**config.mk**
```make
export PLATFORM = sky130hd
export DESIGN_NAME = spi_dbuf_master
export DESIGN_NICKNAME = d
export VERILOG_FILES = /design/src/rtl/spi_dbuf_pkg.sv /design/src/rtl/spi_clk_div.sv /design/src/rtl/spi_shift_engine.sv /design/src/rtl/spi_dbuf_master.sv
export SDC_FILE = /design/constraint.sdc
export NUM_CORES = 1
export LEC_CHECK = 0
export BUFFER_PORTS_ARGS = -buffer_cell sky130_fd_sc_hd__buf_4
export CAP_MARGIN = 20
export CORE_MARGIN = 4
export CORE_UTILIZATION = 45
export DETAILED_ROUTE_END_ITERATION = 16
export GPL_TIMING_DRIVEN = 1
export HOLD_SLACK_MARGIN = 0.05
export PLACE_DENSITY = 0.66
export SLEW_MARGIN = 15
export SYNTH_ARGS = -nofsm -noshare
export SYNTH_HDL_FRONTEND = slang
export SYNTH_HIERARCHICAL = 1
export SYNTH_SLANG_ARGS = --single-unit
```
**constraint.sdc**
```tcl
create_clock -name clk_i -period 4.4 [get_ports clk_i]
set_clock_uncertainty 0.05 [all_clocks]
set_input_delay 0.22 -clock clk_i [delete_from_list [all_inputs] [get_ports clk_i]]
set_output_delay 0.22 -clock clk_i [all_outputs]
set_load 0.1 [all_outputs]
```
**src/rtl/spi_dbuf_pkg.sv**
```systemverilog
package spi_dbuf_pkg;
  localparam int unsigned CHAR_W = 8;
  typedef logic [CHAR_W-1:0] char_t;
endpackage

```
**src/rtl/spi_clk_div.sv**
```systemverilog
module spi_clk_div #(
  parameter int unsigned DIV_W = 8
) (
  input  logic             clk_i,
  input  logic             rst_ni,
  input  logic             active_i,
  input  logic             run_i,
  input  logic [DIV_W-1:0] div_i,
  output logic             tick_o
);
  logic [DIV_W-1:0] cnt_q;

  assign tick_o = active_i & run_i & (cnt_q >= div_i);

  always_ff @(posedge clk_i or negedge rst_ni) begin
    if (!rst_ni)        cnt_q <= '0;
    else if (!active_i) cnt_q <= '0;
    else if (run_i)     cnt_q <= tick_o ? '0 : cnt_q + 1'b1;
  end
endmodule

```
**src/rtl/spi_shift_engine.sv**
```systemverilog
module spi_shift_engine
  import spi_dbuf_pkg::*;
(
  input  logic  clk_i,
  input  logic  rst_ni,
  input  logic  load_i,
  input  char_t load_data_i,
  input  logic  tick_i,
  input  logic  miso_i,
  output logic  active_o,
  output logic  sclk_o,
  output logic  mosi_o,
  output logic  done_o,
  output char_t rx_o
);
  localparam int unsigned CNT_W = $clog2(CHAR_W);
  localparam logic [CNT_W-1:0] LAST = CNT_W'(CHAR_W - 1);

  logic             active_q, phase_q;
  logic [CNT_W-1:0] bcnt_q;
  char_t            tsh_q, rsh_q;

  assign active_o = active_q;
  assign sclk_o   = phase_q;
  assign mosi_o   = tsh_q[CHAR_W-1];
  assign rx_o     = rsh_q;
  assign done_o   = tick_i & active_q & phase_q & (bcnt_q == LAST);

  always_ff @(posedge clk_i or negedge rst_ni) begin
    if (!rst_ni) begin
      active_q <= 1'b0;
      phase_q  <= 1'b0;
      bcnt_q   <= '0;
      tsh_q    <= '0;
      rsh_q    <= '0;
    end else if (load_i) begin
      active_q <= 1'b1;
      phase_q  <= 1'b0;
      bcnt_q   <= '0;
      tsh_q    <= load_data_i;
    end else if (tick_i && active_q) begin
      if (!phase_q) begin
        rsh_q   <= {rsh_q[CHAR_W-2:0], miso_i};
        phase_q <= 1'b1;
      end else begin
        phase_q <= 1'b0;
        if (bcnt_q == LAST) begin
          active_q <= 1'b0;
        end else begin
          bcnt_q <= bcnt_q + 1'b1;
          tsh_q  <= {tsh_q[CHAR_W-2:0], 1'b0};
        end
      end
    end
  end
endmodule

```
**src/rtl/spi_dbuf_master.sv**
```systemverilog
module spi_dbuf_master
  import spi_dbuf_pkg::*;
#(
  parameter int unsigned DIV_W = 8
) (
  input  logic             clk_i,
  input  logic             rst_ni,
  input  logic             four_pin_i,
  input  logic [DIV_W-1:0] div_i,
  input  logic             tx_wr_i,
  input  logic [7:0]       tx_data_i,
  input  logic             rx_rd_i,
  output logic [7:0]       rx_data_o,
  input  logic             fe_clr_i,
  output logic             tx_ready_o,
  output logic             rx_done_o,
  output logic             fe_o,
  output logic             sclk_o,
  output logic             sclk_oe_o,
  output logic             mosi_o,
  output logic             mosi_oe_o,
  input  logic             miso_i,
  input  logic             ste_i
);
  char_t hold_q, rx_buf_q, rx_sh;
  logic  hold_full_q, tx_ready_q, rx_done_q, fe_q;
  logic  contention, active, tick, done, start;

  assign contention = four_pin_i & ~ste_i;
  // refill the shifter when idle or in the very cycle it finishes
  assign start = hold_full_q & (~active | done) & ~contention;

  spi_clk_div #(.DIV_W(DIV_W)) u_div (
    .clk_i   (clk_i),
    .rst_ni  (rst_ni),
    .active_i(active),
    .run_i   (~contention),
    .div_i   (div_i),
    .tick_o  (tick)
  );

  spi_shift_engine u_eng (
    .clk_i      (clk_i),
    .rst_ni     (rst_ni),
    .load_i     (start),
    .load_data_i(hold_q),
    .tick_i     (tick),
    .miso_i     (miso_i),
    .active_o   (active),
    .sclk_o     (sclk_o),
    .mosi_o     (mosi_o),
    .done_o     (done),
    .rx_o       (rx_sh)
  );

  always_ff @(posedge clk_i or negedge rst_ni) begin
    if (!rst_ni) begin
      hold_q      <= '0;
      hold_full_q <= 1'b0;
      tx_ready_q  <= 1'b1;
      rx_buf_q    <= '0;
      rx_done_q   <= 1'b0;
      fe_q        <= 1'b0;
    end else begin
      if (tx_wr_i) hold_q <= tx_data_i;
      // a write in the start cycle refills the buffer: write wins
      if (tx_wr_i)    hold_full_q <= 1'b1;
      else if (start) hold_full_q <= 1'b0;
      if (tx_wr_i)    tx_ready_q <= 1'b0;
      else if (start) tx_ready_q <= 1'b1;
      if (done) rx_buf_q <= rx_sh;
      if (done)         rx_done_q <= 1'b1;
      else if (rx_rd_i) rx_done_q <= 1'b0;
      if (contention)    fe_q <= 1'b1;
      else if (fe_clr_i) fe_q <= 1'b0;
    end
  end

  assign rx_data_o  = rx_buf_q;
  assign tx_ready_o = tx_ready_q;
  assign rx_done_o  = rx_done_q;
  assign fe_o       = fe_q;
  assign sclk_oe_o  = ~contention;
  assign mosi_oe_o  = ~contention;
endmodule


```
Word-level counts from Yosys, hierarchy flattened
Index checks and enable logic that the tools add are counted.
Operators by class
  add/sub/neg operators: 2
  magnitude comparators: 1
  equality and inequality tests: 3
  mux-type cells: 26
  bitwise gates (word level): 14
  reductions and logical operators: 10
Operators by type and width (number)
  2-to-1 mux 8 bit: 7
  2-to-1 mux 1 bit: 15
  2-to-1 mux 3 bit: 4
  nonzero test 2 bit: 6
  AND reduction 3 bit: 3
  adder 8 x 1 -> 8 bit, second input constant: 1
  bitwise AND 1 bit: 8
  greater-or-equal comparator 8 bit: 1
  inverter 1 bit: 5
  inequality test 2 bit, second input constant: 2
  adder 3 x 1 -> 3 bit, second input constant: 1
  equality test 3 bit, second input constant: 1
  logical AND 1 bit: 1
  OR 1 bit: 1
Word-level totals
  register bits after elaboration: 49
  bits of input ports: 24
  output and inout bits: 15
  word-level logic and storage cells: 68

Longest topological paths before layout
Gate-level depths: netlist (run 1).
  depth in word-level cells: 13
  depth in mapped cells: 15
  depth with buffers taken out: 12

Hierarchy
Netlist (run 1), hierarchy kept.
Modules (own cells, without submodules)
  spi_shift_engine: times used 1, cells each 73, area each 899.6 um^2, seq. area each 525.5 um^2
  spi_dbuf_master: times used 1, cells each 50, area each 785.8 um^2, seq. area each 501.7 um^2
  spi_clk_div: times used 1, cells each 82, area each 694.4 um^2, seq. area each 200.2 um^2

Least setup slack after synthesis (run 1)
No wires, ideal clock.
  kind: flip-flop to flip-flop
  start: reg u_div.cnt_q[2]
  end: reg u_eng.rsh_q[0] (netlist: u_eng/rx_o[0])
  setup time: 125 ps
  arrival time: 2996 ps
  required time: 4225 ps
  path slack: 1229 ps
  cell stages (with the launch flop): 14
  path buffers: 2
  clock period less this slack: 3171 ps
  cells stage by stage: dfrtp_1 ha_1 or4_4 a21oi_2 o32ai_1 buf_6 nor2b_1 nand2_1 nor2_1 buf_6 nand2b_4 and3_2 nor3_4 mux2_2
On the way
  word-level cells in the longest chain between the ends: 10
  elaborated cells between the ends (all ways): 11
  those cells by class: order compare: 1; bitwise: 8; reduce/logical: 2
RTL lines
  start: declaration: RTL line spi_clk_div.sv:11  | logic [DIV_W-1:0] cnt_q;
  start signal: assignment: RTL line spi_clk_div.sv:18  | else if (run_i) cnt_q <= tick_o ? '0 : cnt_q + 1'b1;
  greater-or-equal comparator 8 bit: RTL line spi_clk_div.sv:13  | assign tick_o = active_i & run_i & (cnt_q >= div_i);
  bitwise AND 1 bit: RTL line spi_clk_div.sv:13
  net tick: RTL line spi_dbuf_master.sv:27  | logic contention, active, tick, done, start;
  bitwise AND 1 bit (3 in series): RTL line spi_shift_engine.sv:27  | assign done_o = tick_i & active_q & phase_q & (bcnt_q == LAST);
  net done: RTL line spi_dbuf_master.sv:27
  OR 1 bit: RTL line spi_dbuf_master.sv:31  | assign start = hold_full_q & (~active | done) & ~contention;
  bitwise AND 1 bit (2 in series): RTL line spi_dbuf_master.sv:31
  net start: RTL line spi_dbuf_master.sv:27
  inverter 1 bit (no source line)
  AND reduction 3 bit (no source line)
  end signal: assignment: RTL line spi_shift_engine.sv:43  | rsh_q <= {rsh_q[CHAR_W-2:0], miso_i};
  end: declaration: RTL line spi_shift_engine.sv:21  | char_t tsh_q, rsh_q;
The timed path passes the listed nets, and every way through them passes these cells.
A chain may end at the register's enable or synchronous reset.

Worst setup path after layout (run 1)
  start: reg u_div.cnt_q[1]
  end: reg u_eng.rsh_q[2] (netlist: u_eng/rx_o[2])
The elaborated chain is that of the path after synthesis.

==> results list, run 1 <==
- Number of antenna violations at the first check in global routing: 0
- In this run, synthesis produced a sequential element count of 49.
- Routability-driven placement finished with a final weighted congestion of 0.736.
- Hold/Removal Path Class: in -> reg
- Post-synthesis to final-layout area growth: 18.0%
- The first detailed-routing pass took 4 iterations.
- The clock passes through at most 2 buffers.
- Reg2Reg Setup Slack: 0.86 ns
* Number of buffers created by CTS: 5
* Clock-pin slew reported for the worst setup and hold paths after clock tree synthesis: 0.08 ns
* Gate count of the mapped netlist: 205
* Number of synthesized flops with an enable pin: 0
- The floorplan has 26 rows.
- I/O pin total: 39
- The detail route stage leaves a number of antenna-violating nets equal to 0.
* Depth of the most critical reg-to-reg path: 13
- For this configuration, the core starts out at a cell density of 0.466.
- The later pin in the worst-skew pair is clocked with a latency of 0.29 ns.
- 0 antenna diodes ended up in the layout.
- The worst setup path is captured at a flip-flop.
- Die Y-Extent: 80.7 um
- During synthesis, Yosys emitted a total of 6 warnings.
* Critical register-to-register path startpoint: u_div/cnt_q[1]$_DFFE_PN0P_
- Setup violations remaining at the end of the flow were counted as 0.
- Total overflow reported by the global router: 0
- Power density normalized to cell area: 456 nW/um^2
- For the worst setup path, the data required time is 4.53 ns.
- The H-tree was split into 2 levels.
* Full die area: 6520 um^2
- In the synthesized netlist the async set-or-reset flop fraction comes to 1.00.
* Via count of the first global-routing pass: 1,648
* Starting DRC count in detailed routing: 53
* Cts repair resizes: 0
* Static power due to leakage: 1.42 nW
- In this run the mean area of a mapped cell was 11.6 um^2.
- FMAX: 282 MHz
- Total routed wirelength: 3910 um
* Placed instance count: 306
- Start point of the worst hold path: tx_data_i[0]
- The path with the worst hold slack has its endpoint at hold_q[0]$_DFFE_PN0P_.
- The tool flagged a number of max-cap violations equal to 0.
* Largest net degree at the start of global routing: 50
* Worst hold slack: 0.103 ns
* Top_reg_cell synth: dfrtp_1
- Library cell used as clock root buffer: clkbuf_8
- Dividing the detail-routed wire length by the instance count gives 12.4 um.
* Distinct cell type count of the synthesized netlist: 40
- Of the available clock period, the critical path in the final layout requires 0.805.
- Arrival time reported for the critical path endpoint: 3.67 ns
- DRC Markers: 0
* Crit path launch type: flip-flop
- Fin nets: 280
* Total global routing track utilization: 0.141
* Half-perimeter wire length after placement: 2720 um
- Post-layout minimum cycle time: 3.54 ns
- Area of the core region: 5110 um^2
- Fraction of final layout cells sized beyond drive strength 1: 0.321
- Final number of hold-violating endpoints: 0
- Instance count along the most critical hold path: 2
- Total vias in the final route: 1,579
- Mean number of vias per cell: 5.00
- Of the synthesized area, sequential elements account for 0.516.
- When the netlist entered floorplanning its net count stood at 240.
- TritonCTS built the clock tree.
- Post-synthesis cell area: 2380 um^2
- The run finished with clean final reports.
- The count of buffers added on input and output ports is 38.
- Non-filler cells, final: 316
- Slew at the pin closest to its max-slew limit: 0.722 ns
- Setup repair after global routing left no endpoint under its margin.
- The die is 80.7 um wide.
- The clock drives 49 sinks.
* Setup Fix Bufs, Post-CTS: 0
- Peak supply drop: 0.000209 V
* Accumulated negative setup slack: 0 ns
* Endpoint of the worst register-to-register path: u_eng/rx_o[2]$_DFFE_PN0P_
* Relative slew slack: 0.516
* Final-report max-slew violation count: 0
- The critical path is of the reg -> reg type.
- Of all nets on the critical path, the largest fanout is 22.
* First-pass GRT wire length: 7130 um
-- area by class of cell --
type                            count  area (um^2)
Clock buffer                        8         80.1
Fill cell                         464         2300
Inverter                           14         52.6
Multi-Input combinational cell    133         1040
Sequential cell                    49         1230
Tap cell                           70         87.6
Timing Repair Buffer               42          320
-- worst max-delay path: stages (launching register included) --
cell	delay, ns
dfrtp_1	0.42
ha_1	0.19
or4_4	0.52
a21oi_2	0.11
o32ai_1	0.08
buf_4	0.18
nor2b_1	0.15
nand2_1	0.15
nor2_1	0.07
buf_4	0.18
nand2b_4	0.15
and3_2	0.36
nor3_4	0.42
mux2_2	0.38
-- power breakdown --
| part | switching, mW | internal (mW) |
|---|---|---|
| sequential | 0.0811 | 0.531 |
| combinational | 0.224 | 0.200 |
| clock | 0.132 | 0.113 |
| total | 0.436 | 0.844 |
-- logic make-up (layout without fill, tap and decap cells) --
family | count (synthesis) | in the layout | synth area share
XOR/XNOR | 2 | 2 | 0.00736
adder cells (fa/ha/maj) | 11 | 11 | 0.0578
AO/OA/AOI/OAI | 33 | 33 | 0.0878
AND/OR/NAND/NOR | 54 | 54 | 0.132
buffers and inverters | 23 | 64 | 0.0473
multiplexers | 33 | 33 | 0.151
flip-flops | 49 | 49 | 0.516
-- Yosys cell counts, types with 2 or more instances --
cell,number,area [um^2]
dfrtp_1,48,1200
xor2_1,2,17.5
nor2_1,6,22.5
nand2b_1,3,18.8
clkbuf_1,3,11.3
mux2i_1,9,90.1
buf_6,2,22.5
mux2_2,24,270
nor2b_1,5,31.3
inv_1,14,52.6
buf_4,3,22.5
o22ai_1,2,12.5
ha_1,11,138
nand3_1,5,25.0
a21oi_1,3,15.0
nand3b_1,2,15.0
o21ai_0,13,65.1
o21a_1,6,45.0
nand2b_4,2,27.5
nand2_1,20,75.1
and3_1,3,18.8
-- sequential cells by signal (all words and copies together) (netlist names) --
| register | cells |
|---|---|
| hold_q | 8 |
| rx_data_o | 8 |
| u_div/cnt_q | 8 |
| u_eng/rx_o | 8 |
| u_eng/tsh_q | 8 |
| u_eng/bcnt_q | 3 |
| fe_o | 1 |
| hold_full_q | 1 |
| rx_done_o | 1 |
| tx_ready_o | 1 |
| u_eng/active_o | 1 |
| u_eng/sclk_o | 1 |
-- metrics by stage --
step / setup slack, ns / cell area [um^2] / util / power [mW]
6_report: 0.858 / 2810 / 0.550 / 1.28
4_1_cts: 0.823 / 2810 / 0.550 / 1.30
3_3_place_gp: 0.889 / 2710 / 0.530 / 1.04
2_1_floorplan: 1.23 / 2380 / - / 0.948
5_1_grt: 0.597 / 2810 / 0.550 / 1.38
3_5_place_dp: 0.847 / 2710 / 0.530 / 1.05
-- worst max path at each step --
stage / end / start
after floorplan: u_eng/rx_o[0]$_DFFE_PN0P_ / u_div/cnt_q[2]$_DFFE_PN0P_
after global placement: u_eng/rx_o[6]$_DFFE_PN0P_ / u_div/cnt_q[2]$_DFFE_PN0P_
after detailed placement: u_eng/rx_o[7]$_DFFE_PN0P_ / u_div/cnt_q[1]$_DFFE_PN0P_
after CTS: u_eng/rx_o[2]$_DFFE_PN0P_ / u_div/cnt_q[1]$_DFFE_PN0P_
after global routing: u_eng/rx_o[4]$_DFFE_PN0P_ / u_div/cnt_q[1]$_DFFE_PN0P_
final: u_eng/rx_o[2]$_DFFE_PN0P_ / u_div/cnt_q[1]$_DFFE_PN0P_
-- layout by cell type, fill, tap and decap left out, types with 2 or more instances in the layout --
cell	n
dfrtp_1	48
buf_4	40
mux2_2	24
nand2_1	20
inv_1	14
o21ai_0	13
ha_1	11
mux2i_1	9
nor2_1	6
o21a_1	6
clkbuf_8	5
nor2b_1	5
nand3_1	5
clkbuf_1	3
nand2b_1	3
and3_1	3
a21oi_1	3
nand2b_4	2
dlygate4sd3_1	2
o22ai_1	2
nand3b_1	2
xor2_1	2
-- timing repair --
action / in CTS / in global routing
endpoints found under the setup margin: 0 / 0
hold endpoints to repair: 49 / 0
hold buffers: 2 / 0
-- layer usage --
metal,wire (um),track usage,share of wire,vias up
met5,0,0,0,-
met4,71,0.0574,0.018,0
met3,195,0.0426,0.050,7
met2,1800,0.229,0.46,33
met1,1840,0.176,0.47,756
li1,-,-,-,783
(Power assumes the default switching activity.)
==> run 2: changes to the inputs <==
Settings changed: PLACE_DENSITY 0.66 to 0.69.
Clock period 4.4 ns to 2.95 ns, I/O delays scaled along.
==> run 2 against run 1 <==
Against the previous run:
- total power grew 61%
- cell area grew 7.8%
- cell count grew 4.7%
- clock power grew 73%
- setup slack lost 0.68 ns
- hold slack lost 0.034 ns
- highest routed layer unchanged
- routed wire length grew 11%
- die area is the same
- sequential share of layout area shrank 3.1 points
- first-iteration DRC count shrank 28%
==> results list, run 2 (synthesis gave the netlist of run 1 again) <==
- The post-route worst hold slack was 0.0689 ns (-0.0342 ns).
- Critical Path End Type: flip-flop
- Clock-pin slew reported for the worst setup and hold paths after clock tree synthesis: 0.09 ns (about the same)
- The fraction of layout instances using a drive strength above 1 was 0.356 (+0.0352).
- The number of clock buffers inserted by TritonCTS is 5 (unchanged).
- First-pass GRT wire length: 7670 um (+7.5%)
- The antenna diode count was 0 (unchanged).
- Run status: finished clean
- The worst register-to-register path begins at u_div/cnt_q[2]$_DFFE_PN0P_.
* Count of maximum capacitance violations: 0 (unchanged)
- Die Y-Extent: 80.7 um (unchanged)
* Net Switching: 0.701 mW (+61%)
- The design internal power came to 1.36 mW (+62%).
* Relative slew slack: 0.523 (+0.00676)
- The area of the core was 5110 um^2 (unchanged).
- The maximum vdd drop was 0.000336 V (+61%).
* CTS hold repair buffers: 12 (+10)
- In this run the critical register-to-register path is captured at u_eng/rx_o[3]$_DFFE_PN0P_.
- The final design utilization is 0.592 (+0.0426).
- Starting DRC count in detailed routing: 38 (-28%)
- The clock period minus worst slack came to 2.77 ns (-0.768 ns).
- Setup Fix Bufs, Post-CTS: 0 (unchanged)
- The worst setup path is of the reg -> reg kind.
- Final instance area: 3030 um^2 (+7.8%)
- Clock network latency to the later pin of the worst-skew pair: 0.30 ns (about the same)
- Total global routing track utilization: 0.151 (+0.0102)
* Portion of the clock cycle consumed by the worst path in the final layout: 0.940 (+0.135)
- The placed wire-length estimate after detailed placement is 2910 um (+7.1%).
* Mean number of vias per cell: 4.93 (-1.3%)
- DRC Markers: 0 (unchanged)
- Setup repair after global routing missed its margin: false
* Hold/Removal Path Class: in -> reg
- For hold timing, the worst endpoint is rx_done_o$_DFFE_PN0P_.
- Worst-path maximum fanout: 8 (-64%)
- Combinational Power Share: 0.354 (+0.023)
- The total design power came to 2.06 mW (+61%).
- STA classifies the critical path startpoint as a flip-flop.
- The initial cell density of the core was 0.466 (unchanged).
- The overall die area is 6520 um^2 (unchanged).
- The number of nets with antenna violations after routing is 0 (unchanged).
* Post-synthesis to final-layout area growth: 27.1%
- The final weighted congestion of routability-driven global placement is 0.702 (-4.7%).
- The transition time of the tightest slew-check pin is 0.712 ns (-0.0101 ns).
- The floorplan die width was 80.7 um (unchanged).
- Most used cells in the layout excluding fill and tap cells: dfrtp_1, buf_4, nand2_1
* Depth of the most critical reg-to-reg path: 12 (-1)
- Total vias in the final route: 1,632 (+3.4%)
* Via count of the first global-routing pass: 1,691 (+2.6%)
- Cts repair resizes: 0 (unchanged)
* Number of antenna violations at the first check in global routing: 0 (unchanged)
* WL per Instance: 13.1 um (+6.1%)
* Library cell used as clock root buffer: clkbuf_8
* FMAX: 361 MHz (+28%)
- The count of endpoints failing setup in the final report came to 0 (unchanged).
- The data arrival time of the worst path came to 2.91 ns (-0.76 ns).
* Instance count along the most critical hold path: 3 (+1)
- Largest net degree at the start of global routing: 50 (unchanged)
* Total routed wirelength: 4350 um (+11%)
- Num rows: 26 (unchanged)
- The number of filler cells placed in the layout came to 447 (-3.7%).
* Most common library cell in the layout ignoring fill and taps: dfrtp_1
- The maximum root-to-sink buffer count is 2 (unchanged).
* Seq pwr share: 0.441 (-0.037)
- The leakage power of the design came to 1.51 nW (+6.6%).
- The final-report hold violation count is 0 (unchanged).
- The register-to-register setup slack was 0.18 ns (-0.68 ns).
- Required @ worst endpoint: 3.09 ns (-1.44 ns)
- TritonCTS built the clock tree.
* Fin nets: 295 (+5.4%)
- The number of top-level pins is 39 (unchanged).
* Power share of the clock group: 0.205 (+0.014)
- Multi-input combinational cell area: 1100 um^2 (+5.7%)
- The number of optimization iterations in the first detailed-route pass is 4 (unchanged).
- H-tree depth: 2 (unchanged)
- The post-detailed-placement cell area was 2800 um^2 (+3.6%).
- The leftover overflow at the end of global routing came to 0 (unchanged).
* TritonCTS sink count: 49 (unchanged)
* Sequential cell area: 1230 um^2 (unchanged)
- Power density normalized to cell area: 683 nW/um^2 (+50%)
- Switching part of the total power: 0.339 (-0.00139)
- Start point of the worst hold path: rx_rd_i
- The final count of pins violating max slew came to 0 (unchanged).
* Number of buffer cells added on primary ports: 38 (unchanged)
[run 2: changes by cell type in the layout (fill, tap and decap cells not counted), sizes merged]
cell / delta
clkinv: +1
buf: +5
clkbuf: -1
dlygate4sd3: +10
[run 2: through the flow]
stage,setup TNS (ns),std cells,worst slack (ns)
floorplan,-0.683,205,-0.0854
global placement,0,311,0.239
detailed placement,0,311,0.184
CTS,0,331,0.164
global route,0,331,0.0490
finish,0,331,0.176
[run 2: routing by layer]
| layer | routed length [um] | track usage | share of wire |
|---|---|---|---|
| met5 | 0 | 0 | 0 |
| met4 | 75 | 0.0608 | 0.017 |
| met3 | 185 | 0.0336 | 0.043 |
| met2 | 2100 | 0.256 | 0.48 |
| met1 | 1980 | 0.188 | 0.46 |
[run 2: area by class of cell]
class | count | share of cell area
Sequential cell | 49 | 0.406
Multi-Input combinational cell | 133 | 0.363
Timing Repair Buffer | 57 | 0.151
Clock buffer | 7 | 0.0318
Tap cell | 70 | 0.0289
Inverter | 14 | 0.0174
Clock inverter | 1 | 0.00165
[run 2: worst max-delay path, cell delays in order, from the launching register on]
cell and delay, ns:
dfrtp_1 0.43, ha_2 0.20, or4_4 0.50, a21oi_2 0.12, o32ai_2 0.10, nor2b_4 0.15, nand2_2 0.12, nor2_2 0.05
nand2b_4 0.14, and3_4 0.16, nor3_4 0.10, buf_4 0.22, mux2_4 0.31
[run 2: how the worst max path moves through the flow]
stage          depth (start not counted)                         to                        from  slack [ns]
6_report                              12  u_eng/rx_o[3]$_DFFE_PN0P_  u_div/cnt_q[2]$_DFFE_PN0P_        0.18
5_1_grt                               12  u_eng/rx_o[2]$_DFFE_PN0P_  u_div/cnt_q[2]$_DFFE_PN0P_        0.05
4_1_cts                               12  u_eng/rx_o[4]$_DFFE_PN0P_  u_div/cnt_q[1]$_DFFE_PN0P_        0.16
2_1_floorplan                         13  u_eng/rx_o[0]$_DFFE_PN0P_  u_div/cnt_q[1]$_DFFE_PN0P_       -0.09
3_5_place_dp                          12  u_eng/rx_o[5]$_DFFE_PN0P_  u_div/cnt_q[1]$_DFFE_PN0P_        0.18
3_3_place_gp                          12  u_eng/rx_o[0]$_DFFE_PN0P_  u_div/cnt_q[1]$_DFFE_PN0P_        0.24
[run 2: power by group through the flow]
stage	logic, mW	clock network [mW]	registers (mW)
floorplan	0.497	0	0.967
global placement	0.705	0	0.916
detailed placement	0.723	0	0.918
CTS	0.741	0.435	0.909
global route	0.820	0.466	0.932
finish	0.731	0.424	0.910
==> run 3: changes to the inputs <==
Settings changed: RECOVER_POWER set to 50.
==> run 3 against run 2 <==
Against the previous run:
- clock power about the same
- global-route usage is the same
- cell area decreased by 0.45%
- maximum frequency is essentially flat
- critical endpoint unchanged
- core utilization down 0.27 points
==> results list, run 3 (synthesis gave the netlist of run 1 again) <==
- The worst register-to-register path ends at u_eng/rx_o[3]$_DFFE_PN0P_.
* Required @ worst endpoint: 3.09 ns (about the same)
- H-tree depth: 2 (unchanged)
* Critical path's largest stage delay: 0.50 ns (about the same)
- The depth of the worst register-to-register path was 12 (unchanged).
* Critical register-to-register path startpoint: u_div/cnt_q[2]$_DFFE_PN0P_
- The final weighted congestion of routability-driven global placement is 0.702 (unchanged).
- The number of optimization iterations in the first detailed-route pass is 4 (unchanged).
- Accumulated negative setup slack: 0 ns (unchanged)
- Total routed wirelength: 4330 um (-0.39%)
- First-pass GRT wire length: 7670 um (unchanged)
- Largest net degree at the start of global routing: 50 (unchanged)
- The overall die area came to 6520 um^2 (unchanged).
* Portion of the clock cycle consumed by the worst path in the final layout: 0.940 (about the same)
- The leakage power of the design is 1.50 nW (-0.73%).
- The maximum fanout encountered on the critical timing path is 8 (unchanged).
- Capturing element of the worst setup path: u_eng/rx_o[3]$_DFFE_PN0P_
- The library cells used most frequently in the layout, excluding fill and tap cells, are dfrtp_1, buf_4, nand2_1.
* FMAX: 360 MHz (about the same)
- Reg2Reg Setup Slack: 0.18 ns (about the same)
- The maximum vdd drop is 0.000335 V (-0.23%).
- Most common library cell in the layout ignoring fill and taps: dfrtp_1
- The remaining routing DRC violations came to 0 (unchanged).
- The transition time of the tightest slew-check pin was 1.18 ns (+0.471 ns).
* Sequence of cells on the critical path: ha_2 -> or4_4 -> a21oi_2 -> o32ai_2 -> nor2b_4 -> nand2_2 -> nor2_2 -> nand2b_4 -> and3_4 -> nor3_4 -> buf_4 -> mux2_4
* Core utilization of the finished layout: 0.590 (-0.00270)
- Hold/Removal Path Class: in -> reg
* Number of buffers created by CTS: 5 (unchanged)
* Clock buffer depth: 2 (unchanged)
- Relative to the synthesized area, the layout overhead comes to 26.6%.
- The fraction of layout instances using a drive strength above 1 came to 0.345 (-0.0115).
- Clock-pin slew reported for the worst setup and hold paths after clock tree synthesis: 0.09 ns (about the same)
- TritonCTS clock tree: yes
* Final number of hold-violating endpoints: 0 (unchanged)
- Tracing the worst setup path back leads to its startpoint at u_div/cnt_q[2]$_DFFE_PN0P_.
- Final instance area: 3010 um^2 (-0.45%)
* Starting DRC count in detailed routing: 38 (unchanged)
- The final count of pins violating max slew was 0 (unchanged).
- The average detailed-routed wire length per instance was 13.1 um (-0.39%).
* Total global routing track utilization: 0.151 (unchanged)
* Run status: finished clean
- The area of the core came to 5110 um^2 (unchanged).
- The post-detailed-route via-to-cell ratio came to 4.93 (about the same).
- The clock latency at the later pin of the worst-skew pair was 0.30 ns (about the same).
- Setup repair after global routing missed its margin: false
- The tree is rooted in a clkbuf_8.
- The placed wire-length estimate after detailed placement was 2910 um (unchanged).
- I/O pin total: 39 (unchanged)
* Post-layout minimum cycle time: 2.77 ns (+0.000439 ns)
* Relative slew slack: 0.212 (-0.311)
* Power consumption: 2.06 mW (-0.16%)
* Number of antenna violations at the first check in global routing: 0 (unchanged)
- Initial core utilization: 0.466 (unchanged)
- The power density relative to cell area is 685 nW/um^2 (+0.29%).
- The count of endpoints failing setup in the final report is 0 (unchanged).
- Count of maximum capacitance violations: 0 (unchanged)
- Final ANT Viol Nets: 0 (unchanged)
* Total overflow reported by the global router: 0 (unchanged)
- Slowest CP cell: or4_4
* WS Path Type: reg -> reg
- Num rows: 26 (unchanged)
- The data arrival time of the worst path was 2.91 ns (about the same).
- Critical Path End Type: flip-flop
* Fin nets: 295 (unchanged)
- Die Y-Extent: 80.7 um (unchanged)
* Crit path launch type: flip-flop
- The post-detailed-placement cell area was 2800 um^2 (unchanged).
- The floorplan die width came to 80.7 um (unchanged).
* Total vias in the final route: 1,633 (+0.061%)
* Via count of the first global-routing pass: 1,691 (unchanged)
* Number of diodes: 0 (unchanged)
- The count of port buffers added during placement came to 38 (unchanged).
* TritonCTS sink count: 49 (unchanged)
-- run 3: cell count changes in the layout (fill, tap and decap cells not counted), sizes merged --
cell | previous run | this run
buf | 45 | 40
clkbuf | 7 | 12
-- run 3: final cells by class --
type,count,area [um^2]
multi-input cells,133,1100
well taps,70,87.6
clock inverters,1,5.00
fillers,450,2100
clock buffers,7,96.3
inverters,14,52.6
flip-flops and latches,49,1230
repair buffers,57,444
-- run 3: critical path: cells and delay by family, from the launching register on --
family / cells / cell delay (ns)
adder cells (fa/ha/maj): 1 / 0.20
buffers and inverters: 1 / 0.22
AND/OR/NAND/NOR: 7 / 1.22
multiplexers: 1 / 0.31
AO/OA/AOI/OAI: 2 / 0.22
flip-flops: 1 / 0.43
-- run 3: routing by layer --
layer,part of all wire,global-route usage,vias up
li1,-,-,816
met2,0.48,0.256,27
met1,0.45,0.188,785
met4,0.017,0.0608,0
met5,0,0,-
met3,0.043,0.0336,5
-- run 3: how the worst min path moves through the flow --
stage / slack [ns] / startpoint / depth (start not counted) / end
2_1_floorplan: -0.20 / rst_ni / 0 / fe_o$_DFFE_PN0P_
3_3_place_gp: 0.16 / rst_ni / 1 / hold_q[7]$_DFFE_PN0P_
3_5_place_dp: 0.16 / rst_ni / 1 / u_eng/tsh_q[7]$_DFFE_PN0P_
4_1_cts: 0.06 / rx_rd_i / 3 / rx_done_o$_DFFE_PN0P_
5_1_grt: 0.06 / rx_rd_i / 3 / rx_done_o$_DFFE_PN0P_
6_report: 0.07 / rx_rd_i / 3 / rx_done_o$_DFFE_PN0P_
-- run 3: power breakdown --
part           switching [mW]  leakage [nW]  internal, mW
clock                   0.211        0.0542         0.212
sequential              0.118         0.626         0.792
combinational           0.371         0.822         0.358
-- run 3: through the flow --
step | std cells | hold WS [ns] | setup WS (ns)
after floorplan | 205 | -0.198 | -0.0854
after global placement | 311 | 0.157 | 0.239
after detailed placement | 311 | 0.160 | 0.184
after CTS | 331 | 0.0616 | 0.164
after global routing | 331 | 0.0646 | 0.0490
final | 331 | 0.0681 | 0.176
-- run 3: repair_timing --
item / in CTS / in global routing
buffers inserted: 0 / 0
gates resized for setup: 0 / 0
hold endpoints to repair: 59 / 0
hold buffers: 12 / 0
